File: src/rtl/mlpwm_pkg.sv
package mlpwm_pkg;
  typedef enum logic [1:0] {
    DISP_SAME = 2'd0,
    DISP_HALF = 2'd1,
    DISP_ALT  = 2'd2,
    DISP_SPARE = 2'd3
  } disp_e;

  localparam int NCAR_MAX = 4;
  localparam int GATE_W   = 8;
endpackage

File: src/rtl/mlpwm_carrier.sv
module mlpwm_carrier
  import mlpwm_pkg::*;
#(
  parameter int CAR_HALF = 32,
  parameter int RW       = 8
) (
  input  logic                 clk_i,
  input  logic                 rst_ni,
  input  logic                 five_i,
  input  logic [1:0]           mode_i,
  output logic signed [RW-1:0] car_o [NCAR_MAX],
  output logic                 wrap_o
);
  localparam int CW = $clog2(CAR_HALF + 1);

  logic [CW-1:0] cnt_q, cnt_d;
  logic          up_q, up_d;

  always_comb begin
    cnt_d = cnt_q;
    up_d  = up_q;
    if (up_q) begin
      if (cnt_q == CW'(CAR_HALF)) begin
        cnt_d = cnt_q - 1'b1;
        up_d  = 1'b0;
      end else begin
        cnt_d = cnt_q + 1'b1;
      end
    end else begin
      cnt_d = cnt_q - 1'b1;
      if (cnt_q == CW'(1)) up_d = 1'b1;
    end
  end

  always_ff @(posedge clk_i or negedge rst_ni) begin
    if (!rst_ni) begin
      cnt_q <= '0;
      up_q  <= 1'b1;
    end else begin
      cnt_q <= cnt_d;
      up_q  <= up_d;
    end
  end

  assign wrap_o = !up_q && (cnt_q == CW'(1));

  for (genvar k = 0; k < NCAR_MAX; k++) begin : g_car
    logic                 inv;
    logic [CW-1:0]        tri_v;
    logic signed [RW-1:0] car_w;
    int                   v;

    always_comb begin
      case (disp_e'(mode_i))
        DISP_HALF: inv = five_i ? (k < 2) : (k < 1);
        DISP_ALT:  inv = ((k % 2) == 0);
        default:   inv = 1'b0;
      endcase
      tri_v = inv ? (CW'(CAR_HALF) - cnt_q) : cnt_q;
      if (five_i) v = k * CAR_HALF + int'(tri_v) - 2 * CAR_HALF;
      else        v = 2 * k * CAR_HALF + 2 * int'(tri_v) - 2 * CAR_HALF;
      car_w = RW'(v);
    end

    assign car_o[k] = car_w;
  end


  cnt_range_chk: assert property (@(posedge clk_i) disable iff (!rst_ni)
    cnt_q <= CW'(CAR_HALF));


  cnt_up_chk: assert property (@(posedge clk_i) disable iff (!rst_ni)
    (up_q && cnt_q != CW'(CAR_HALF)) |=> (cnt_q == $past(cnt_q) + 1'b1));
endmodule

File: src/rtl/mlpwm_ref.sv
module mlpwm_ref #(
  parameter int CAR_HALF = 32,
  parameter int ACC_W    = 24,
  parameter int SIN_QB   = 4,
  parameter int MIDX_W   = 8,
  parameter int RW       = 8
) (
  input  logic [ACC_W-1:0]     phase_i,
  input  logic [MIDX_W-1:0]    midx_i,
  output logic signed [RW-1:0] ref_o
);
  localparam int Q  = 1 << SIN_QB;
  localparam int TW = $clog2(2 * CAR_HALF + 1);
  localparam int PW = TW + MIDX_W;

  function automatic int quarter_val(int i);
    return (2 * CAR_HALF * i * (2 * Q - i)) / (Q * Q);
  endfunction

  logic [TW-1:0] tab [Q+1];
  for (genvar i = 0; i <= Q; i++) begin : g_tab
    assign tab[i] = TW'(quarter_val(i));
  end

  logic [1:0]           quad;
  logic [SIN_QB-1:0]    frac;
  logic [SIN_QB:0]      idx;
  logic [PW-1:0]        prod;
  logic [TW-1:0]        mag;
  logic signed [RW-1:0] mag_s;

  assign quad  = phase_i[ACC_W-1 -: 2];
  assign frac  = phase_i[ACC_W-3 -: SIN_QB];
  assign idx   = quad[0] ? ((SIN_QB+1)'(Q) - {1'b0, frac}) : {1'b0, frac};
  assign prod  = PW'(tab[idx]) * PW'(midx_i);
  assign mag   = TW'(prod >> MIDX_W);
  assign mag_s = RW'(mag);
  assign ref_o = quad[1] ? -mag_s : mag_s;
endmodule

File: src/rtl/mlpwm_leg.sv
module mlpwm_leg
  import mlpwm_pkg::*;
#(
  parameter int RW = 8
) (
  input  logic                 clk_i,
  input  logic                 rst_ni,
  input  logic                 five_i,
  input  logic signed [RW-1:0] ref_i,
  input  logic signed [RW-1:0] car_i [NCAR_MAX],
  output logic [GATE_W-1:0]    gate_o
);
  logic [2:0]        lvl;
  logic [GATE_W-1:0] gate_d, gate_q;

  always_comb begin
    lvl = '0;
    for (int k = 0; k < NCAR_MAX; k++) begin
      if ((five_i || k < 2) && (ref_i > car_i[k])) lvl = lvl + 3'd1;
    end
    if (five_i) gate_d = 8'h0F << lvl;
    else        gate_d = {4'h0, 4'h3 << lvl[1:0]};
  end

  always_ff @(posedge clk_i or negedge rst_ni) begin
    if (!rst_ni) gate_q <= '0;
    else         gate_q <= gate_d;
  end

  assign gate_o = gate_q;


  gate_weight_chk: assert property (@(posedge clk_i) disable iff (!rst_ni)
    (gate_q != '0) |-> ($countones(gate_q) == ($past(five_i) ? 4 : 2)));


  three_pair_chk: assert property (@(posedge clk_i) disable iff (!rst_ni)
    (!$past(five_i) && gate_q != '0) |->
      (gate_q[7:4] == 4'h0 && gate_q[3] != gate_q[1] && gate_q[2] != gate_q[0]));
endmodule

File: src/rtl/mlpwm_mod.sv
module mlpwm_mod
  import mlpwm_pkg::*;
#(
  parameter int CAR_HALF = 32,
  parameter int ACC_W    = 24,
  parameter int SIN_QB   = 4,
  parameter int MIDX_W   = 8
) (
  input  logic              clk_i,
  input  logic              rst_ni,
  input  logic              five_lvl_i,
  input  logic [1:0]        disp_mode_i,
  input  logic [MIDX_W-1:0] mod_idx_i,
  input  logic [ACC_W-1:0]  freq_word_i,
  output logic [7:0]        gate_a_o,
  output logic [7:0]        gate_b_o,
  output logic [7:0]        gate_c_o
);
  localparam int RW = $clog2(2 * CAR_HALF + 1) + 1;
  localparam logic [ACC_W-1:0] THIRD = ACC_W'((64'd1 << ACC_W) / 3);

  logic [ACC_W-1:0]  acc_q, acc_d;
  logic              five_q, five_d;
  logic [1:0]        mode_q, mode_d;
  logic [MIDX_W-1:0] midx_q, midx_d;
  logic              wrap;

  always_comb begin
    acc_d  = acc_q + freq_word_i;
    five_d = five_q;
    mode_d = mode_q;
    midx_d = midx_q;
    if (wrap) begin
      five_d = five_lvl_i;
      mode_d = disp_mode_i;
      midx_d = mod_idx_i;
    end
  end

  always_ff @(posedge clk_i or negedge rst_ni) begin
    if (!rst_ni) begin
      acc_q  <= '0;
      five_q <= 1'b0;
      mode_q <= DISP_SAME;
      midx_q <= '0;
    end else begin
      acc_q  <= acc_d;
      five_q <= five_d;
      mode_q <= mode_d;
      midx_q <= midx_d;
    end
  end

  logic signed [RW-1:0] car [NCAR_MAX];

  mlpwm_carrier #(.CAR_HALF(CAR_HALF), .RW(RW)) u_car (
    .clk_i  (clk_i),
    .rst_ni (rst_ni),
    .five_i (five_q),
    .mode_i (mode_q),
    .car_o  (car),
    .wrap_o (wrap)
  );

  logic [2:0][GATE_W-1:0] gates;

  for (genvar p = 0; p < 3; p++) begin : g_phase
    logic [ACC_W-1:0]     ph;
    logic signed [RW-1:0] refv;

    assign ph = acc_q - ACC_W'(p * THIRD);

    mlpwm_ref #(
      .CAR_HALF(CAR_HALF), .ACC_W(ACC_W), .SIN_QB(SIN_QB),
      .MIDX_W(MIDX_W), .RW(RW)
    ) u_ref (
      .phase_i (ph),
      .midx_i  (midx_q),
      .ref_o   (refv)
    );

    mlpwm_leg #(.RW(RW)) u_leg (
      .clk_i  (clk_i),
      .rst_ni (rst_ni),
      .five_i (five_q),
      .ref_i  (refv),
      .car_i  (car),
      .gate_o (gates[p])
    );
  end

  assign gate_a_o = gates[0];
  assign gate_b_o = gates[1];
  assign gate_c_o = gates[2];


  shadow_hold_chk: assert property (@(posedge clk_i) disable iff (!rst_ni)
    !wrap |=> $stable({five_q, mode_q, midx_q}));
endmodule

File: config.mk
export PLATFORM = sky130hd
export DESIGN_NAME = mlpwm_mod
export DESIGN_NICKNAME = d
export VERILOG_FILES = /design/src/rtl/mlpwm_pkg.sv /design/src/rtl/mlpwm_carrier.sv /design/src/rtl/mlpwm_ref.sv /design/src/rtl/mlpwm_leg.sv /design/src/rtl/mlpwm_mod.sv
export SDC_FILE = /design/constraint.sdc
export NUM_CORES = 1
export LEC_CHECK = 0
export ABC_AREA = 1
export BUFFER_PORTS_ARGS = -buffer_cell sky130_fd_sc_hd__buf_4
export CAP_MARGIN = 20
export CORE_MARGIN = 2
export CORE_UTILIZATION = 55
export CTS_CLUSTER_SIZE = 12
export DETAILED_ROUTE_END_ITERATION = 16
export GPL_ROUTABILITY_DRIVEN = 1
export HOLD_SLACK_MARGIN = 0.03
export PLACE_DENSITY = 0.71
export SLEW_MARGIN = 5
export SYNTH_ARGS = -nofsm -noshare
export SYNTH_HDL_FRONTEND = slang
export SYNTH_SLANG_ARGS = --single-unit
File: constraint.sdc
create_clock -name clk_i -period 17.6 [get_ports clk_i]
set_input_delay 0.88 -clock clk_i [delete_from_list [all_inputs] [get_ports clk_i]]
set_output_delay 0.88 -clock clk_i [all_outputs]
set_load 0.005 [all_outputs]
After elaboration in Yosys (flattened, before gate mapping)
Memory sizes are Yosys's and may differ from the RTL's.
Index checks and enable logic that the tools add are counted.
{ "op_classes": {"n_addsub": 35, "mul": 3, "div": 0, "n_lt_le_gt_ge": 15, "eq_ne": 4, "shift": 6, "mux": 43, "n_bitwise": 3, "reduce_logical": 9} }
{ "ops": {"columns": ["operator", "n"], "rows": [
  ["$gt 8x8->1", 12],
  ["$mux 8", 10],
  ["$sub 8x8->8 const B", 6],
  ["$mul 7x8->15", 3],
  ["$mux 7", 6],
  ["$mux 6", 5],
  ["$add 3x1->3 const B", 9],
  ["$mux 3", 9],
  ["$add 24x24->24", 1],
  ["$neg 7->8", 3],
  ["$shl 4x3->8 const A", 3],
  ["$sub 24x23->24 const B", 1],
  ["$sub 24x24->24 const B", 1],
  ["$ge 6x6->1 const B", 3],
  ["$not 5->6", 3],
  ["$add 7x6->8 const A", 2],
  ["$add 8x7->8 const A", 2],
  ["$mux 5", 3],
  ["$sub 5x4->5 const A", 3],
  ["$shl 2x2->4 const A", 3],
  ["$mux 1", 10],
  ["$add 7x7->8 const A", 1],
  ["$sub 6x7->8 const B", 1],
  ["$sub 7x7->8 const B", 1],
  ["11 further kinds", 17]
]} }
{ "word_totals": {"reg_bits": 66, "latch_bits": 0, "ramBits": 0, "romBits": 672, "inputBits": 37, "out_inout_bits": 24, "wordCells": 130, "memories": 3} }
{ "mem_list": {"columns": ["name", "depth", "word_bits", "rd", "rd_clocked_by_memory_dff", "wr", "line_no", "rtl"], "rows": [
  ["(name not given)", 32, 7, 1, 0, 0, "mlpwm_ref.sv:35", "assign prod = PW'(tab[idx]) * PW'(midx_i);"],
  ["(name not given)", 32, 7, 1, 0, 0, "mlpwm_ref.sv:35", null],
  ["(name not given)", 32, 7, 1, 0, 0, "mlpwm_ref.sv:35", null]
]} }

Depth between registers and ports, before layout
{ "logic_depth": {"ltp_word": 20, "mapped_depth": 67, "ltp_nobuf": 66} }

Modules after synthesis
From an unflattened synthesis, not the netlist that was laid out.
{ "hier_totals": {"cells_unflattened": 2636, "hier_area_um2": 16652.2} }
{ "modules_own_cells": {"columns": ["module", "instances", "cells_each", "area_each_um2", "seq_area_each_um2"], "rows": [
  ["mlpwm_mod", 1, 799, 4538.1, 875.8],
  ["mlpwm_leg", 3, 227, 1507.7, 200.2],
  ["mlpwm_ref (g_phase[0].u_ref)", 1, 331, 2219.6, 0.0],
  ["mlpwm_ref (g_phase[1].u_ref)", 1, 330, 2194.6, 0.0],
  ["mlpwm_ref (g_phase[2].u_ref)", 1, 331, 2174.6, 0.0],
  ["mlpwm_carrier", 1, 164, 1002.2, 176.4]
]} }

Worst setup path after synthesis
No wires, ideal clock.
{ "synth_timing": {"kind": "reg2reg", "start": "register acc_q[16]", "end": "register g_phase[2].u_leg.gate_q[5]", "setup_ns": 0.113, "arrival_ns": 8.997, "path_slack_ns": 8.490, "stages_incl_launch_ff": 55, "n_path_buf": 1, "synth_period_minus_slack_ns": 9.110, "path_cell_list": "dfrtp_1 > inv_2 > nand2_1 > nand2_1 > nand3_1 > a21oi_1 > nand3_1 > nand2_2 > inv_1 > ha_1 > inv_1 > nor2_1 > nand3_2 > clkbuf_1 > inv_1 > nor2_1 > inv_1 > nor2_1 > [19 not listed] > a21oi_1 > a211oi_1 > o21bai_1 > o31ai_1 > nand2_1 > nand2_4 > nand2_4 > ha_1 > inv_1 > xor2_1 > ha_1 > nand3_2 > clkinv_1 > nand4_2 > nand2_4 > ha_1 > nand2_1 > inv_1"} }
{ "synth_via": {"elab_chain_cells": 20} }
{ "synth_lines": {"columns": ["item", "line_no", "rtl"], "rows": [
  ["from (decl)", "mlpwm_mod.sv:22", "logic [ACC_W-1:0] acc_q, acc_d;"],
  ["from (signal assigned)", "mlpwm_mod.sv:42", "acc_q <= '0;"],
  ["from (signal assigned)", "mlpwm_mod.sv:47", "acc_q <= acc_d;"],
  ["$sub 24x24->24 (*)", "mlpwm_mod.sv:71", "assign ph = acc_q - ACC_W'(p * THIRD);"],
  ["$sub 5x4->5", "mlpwm_ref.sv:34", "assign idx = quad[0] ? ((SIN_QB+1)'(Q) - {1'b0, frac}) : {1'b0, frac};"],
  ["$mux 5", "mlpwm_ref.sv:34", null],
  ["$not 5->6 (implied by the code)", "mlpwm_ref.sv:35", null],
  ["$mem_v2 32x7", null, null],
  ["$mux 7 (implied by the code) (2 in series)", "mlpwm_ref.sv:35", null],
  ["$mul 7x8->15", "mlpwm_ref.sv:35", null],
  ["$neg 7->8", "mlpwm_ref.sv:38", "assign ref_o = quad[1] ? -mag_s : mag_s;"],
  ["[4 not listed]", null, null],
  ["$mux 3", "mlpwm_leg.sv:19", "if ((five_i || k < 2) && (ref_i > car_i[k])) lvl = lvl + 3'd1;"],
  ["$add 3x1->3", "mlpwm_leg.sv:19", null],
  ["$mux 3", "mlpwm_leg.sv:19", null],
  ["$add 3x1->3", "mlpwm_leg.sv:19", null],
  ["$mux 3 (*)", "mlpwm_leg.sv:19", null],
  ["$shl 4x3->8 (*)", "mlpwm_leg.sv:21", "if (five_i) gate_d = 8'h0F << lvl;"],
  ["$mux 8 (*)", "mlpwm_leg.sv:21", null],
  ["via g_phase[2].u_leg.gate_d[5]", "mlpwm_leg.sv:14", "logic [GATE_W-1:0] gate_d, gate_q;"],
  ["to (signal assigned)", "mlpwm_leg.sv:27", "else gate_q <= gate_d;"],
  ["to (decl)", "mlpwm_leg.sv:14", null]
]} }
Mark *: on every way through the listed nets, which the timed path passes. The rest lies on a longest branch. The select of a mux whose other input is x is not followed.
A chain may end at the register's enable or synchronous reset.

Final worst setup path
{ "layout_timing": {"start": "register acc_q[18]", "end": "register g_phase[1].u_leg.gate_q[5]"} }
{ "layout_via": {"elab_chain_cells": 20} }
{ "layout_lines": {"columns": ["item", "line_no"], "rows": [
  ["$sub 24x23->24 (*)", "mlpwm_mod.sv:71"],
  ["$sub 5x4->5", "mlpwm_ref.sv:34"],
  ["$mux 5", "mlpwm_ref.sv:34"],
  ["$not 5->6 (implied by the code)", "mlpwm_ref.sv:35"],
  ["$mem_v2 32x7", null],
  ["$mux 7 (implied by the code) (2 in series)", "mlpwm_ref.sv:35"],
  ["$mul 7x8->15", "mlpwm_ref.sv:35"],
  ["$neg 7->8", "mlpwm_ref.sv:38"],
  ["[4 not listed]", null],
  ["$mux 3", "mlpwm_leg.sv:19"],
  ["$add 3x1->3", "mlpwm_leg.sv:19"],
  ["$mux 3", "mlpwm_leg.sv:19"],
  ["$add 3x1->3", "mlpwm_leg.sv:19"],
  ["$mux 3 (*)", "mlpwm_leg.sv:19"],
  ["$shl 4x3->8 (*)", "mlpwm_leg.sv:21"],
  ["$mux 8 (*)", "mlpwm_leg.sv:21"],
  ["via g_phase[1].u_leg.gate_d[5]", "mlpwm_leg.sv:14"],
  ["to (signal assigned)", "mlpwm_leg.sv:27"],
  ["to (decl)", "mlpwm_leg.sv:14"]
]} }
Marks and branches as above.

==> results.toml <==
[status]
status = "finished, final reports clean"

[floorplanning]
num_io_pins = 61
die_w_um = 162
core-area_um2 = 24300
initial_utilization_pct = 56.1
die_y_um = 162
die_area_um2 = 26100
placement_rows = 57

[critical_path]
slowest_delay_ns = 0.57
critPathMostFrequentCell = "nand2_1"
startpoint = "acc_q[18]$_DFF_PN0_"
crit_type = "reg2reg"
setup.worst_path.start_class = "register"
worstRegToRegCells = 57
regToRegSetupSlack_ns = 6.53
r2r-start = "acc_q[18]$_DFF_PN0_"
slowest_stage = "dfrtp_1"
worst_r2r_endpoint = "g_phase[1].u_leg.gate_o[5]$_DFF_PN0_"
crit_arrival_ns = 11.32
required_ns = 17.85
cp-end-kind = "register"
cp_max_fo = 11

[logic_synthesis]
ys_seq_area_share_pct = 12.1
synth-edff-count = 0
syn_avg_cell_area_um2 = 7.04
synth-async-reset-ratio_pct = 100
yosys.area.top_type_share_pct = 21.9
yosysTopAreaCell = "ha_1"
ys.flop_type = "dfrtp_1"
synth_nets = 2301
synth.area.top_cells = "ha_1, fa_1, nand2_1"
synth-seq-cells = 66
ys_types = 56
synth_cells = 1940
synth-warning-count = 0
synth_area_um2 = 13700

[global_routing]
grt_max_degree = 67
grt_pass1_wl_mm = 60.5
grt_usage_pct = 28.4
antenna_found_initial = 0
globalRouteOverflowTotal = 0
first_global_vias = 12454

[route]
wire_per_inst_um = 15.5
drt-vias-per-instance = 5.51
postRouteAntennaNets = 0
drcViolationCount = 0
drt_iter0_drc = 954
dr.pass1.iters = 6
wirelength_mm = 35.7
route.vias.total = 12699

[clock_network]
holdBufCountCts = 0
cts_buffers = 9
cts_tree = "built"
cts_sinks = 66
cts.reportedPaths.clkPinSlew_ns = 0.07
htreeDepth = 3
insertion_delay_ns = 0.36
clock-root-buffer = "clkbuf_16"
cts_setup_buffers = 0
ctsLongestPathBuffers = 2
cts_resized = 0

[sta]
drv_slew = 0
worstMarginPinSlew_ns = 0.906
max_slew_margin_pct = 39.6
finClkSkew_ns = 0.0152
hold_violations = 0
clock.fmax_mhz = 90.3
fin_crit_sh_pct = 62.9
period_needed_ns = 11.07
rsz0062_at_grt = "no"
final-setup-viol-count = 0
tns_ns = 0

[hold_path]
hold_class = "reg2reg"
holdPathStages = 1
holdPathEnd = "acc_q[0]$_DFF_PN0_"
hold_path.startpoint = "acc_q[0]$_DFF_PN0_"

[final_layout]
antenna_cells = 0
drive_gt1_share_pct = 8.53
final_nets = 2338
syn_to_final_growth_pct = 7.17

[placement]
hpwl_mm = 28.8
routabilityCongestion = 0.956
port_buffers = 60

[run]
cap_violations = 0
synthesized netlist by cell type, types with 3 or more instances:
cell type and number:
xnor2_1 18, clkinv_1 6, a21oi_1 123, o21ai_1 4
nor3_1 15, clkbuf_1 22, nand3_2 14, o31ai_1 6
and2_1 4, nand3_1 94, a211oi_1 7, o21bai_1 7
inv_1 281, nor2_4 4, a31oi_1 6, inv_2 16
nor2_1 198, o211ai_1 9, o221ai_1 6, nand2_1 447
nor4_1 5, dfrtp_1 65, nand4_1 34, nand2_2 19
o21ai_0 78, nand2_4 8, xor2_1 46, buf_4 5
o21a_1 6, nor2_2 13, fa_1 85, buf_2 6
or2_2 9, a21boi_0 3, a21o_1 5, ha_1 239
through the flow:
| stage | utilization (%) | setup slack [ns] | hold slack (ns) | std cells | cell area [um2] |
|---|---|---|---|---|---|
| after floorplan | - | 8.49 | 0.466 | 1940 | 13700 |
| after global placement | 59.0 | 6.78 | 0.481 | 2290 | 14400 |
| after detailed placement | 59.0 | 6.70 | 0.487 | 2290 | 14400 |
| after CTS | 60.2 | 6.64 | 0.509 | 2306 | 14600 |
| after global routing | 60.2 | 5.63 | 0.554 | 2306 | 14600 |
| final | 60.2 | 6.53 | 0.506 | 2306 | 14600 |
critical path, delay by kind of cell (launching register included):
family                     cells  cell delay, ns
DFF                            1            0.57
xor gates and xnor gates       3            0.84
AOI/OAI and AO/OA              6            1.24
adders and majority gates     10            3.87
and+or+nand+nor               25            3.06
buffers and inverters         13            1.39
state kept, by name, summed over array words and instances, names as in the netlist:
register,count
acc_q,24
g_phase.u_leg.gate_o,24
midx_q,8
u_car.cnt_q,6
mode_q,2
five_q,1
u_car.up_q,1
worst max path at each step:
stage / end / slack [ns]
6_report: g_phase[1].u_leg.gate_o[5]$_DFF_PN0_ / 6.53
4_1_cts: g_phase[1].u_leg.gate_o[5]$_DFF_PN0_ / 6.64
3_5_place_dp: g_phase[1].u_leg.gate_o[5]$_DFF_PN0_ / 6.70
2_1_floorplan: g_phase[2].u_leg.gate_o[5]$_DFF_PN0_ / 8.49
3_3_place_gp: g_phase[1].u_leg.gate_o[5]$_DFF_PN0_ / 6.78
5_1_grt: g_phase[1].u_leg.gate_o[5]$_DFF_PN0_ / 5.63
layout by cell type (no fill, tap or decap), drive strengths merged, types with 35 or more instances in the layout:
cell	n
o21ai	82
nand4	35
xor2	48
nor2	215
inv	299
fa	85
dfrtp	65
nand2	474
nand3	109
a21oi	124
ha	239
buf	62
logic make-up (layout without fill, tap and decap cells):
group           count (synthesis)  count (layout)  synth area share (%)
compound gates                273             273                  11.4
xor+xnor                       66              66                  4.34
fa+ha+maj                     324             324                  34.4
buf+inv                       339             381                  9.57
flops                          66              66                  12.1
mux                             2               2                 0.147
simple gates                  870             870                  28.1
layout make-up:
type,count,area [um2]
multi-input combinational,1535,10700
clock buffer,9,225
tap,324,405
fill,2262,9690
clock inverter,7,52.6
sequential,66,1650
timing repair buffer,62,465
inverter,303,1140
per-layer routing:
layer  global-route usage [%]  routed length, um
met1                     39.9              16900
met2                     45.8              15900
met5                        0                  0
met4                     8.12                877
met3                     4.03               2050
Power is left out: the tool's default activity adds up to more than one toggle a clock period on the data nets, which glitch-free logic cannot reach.
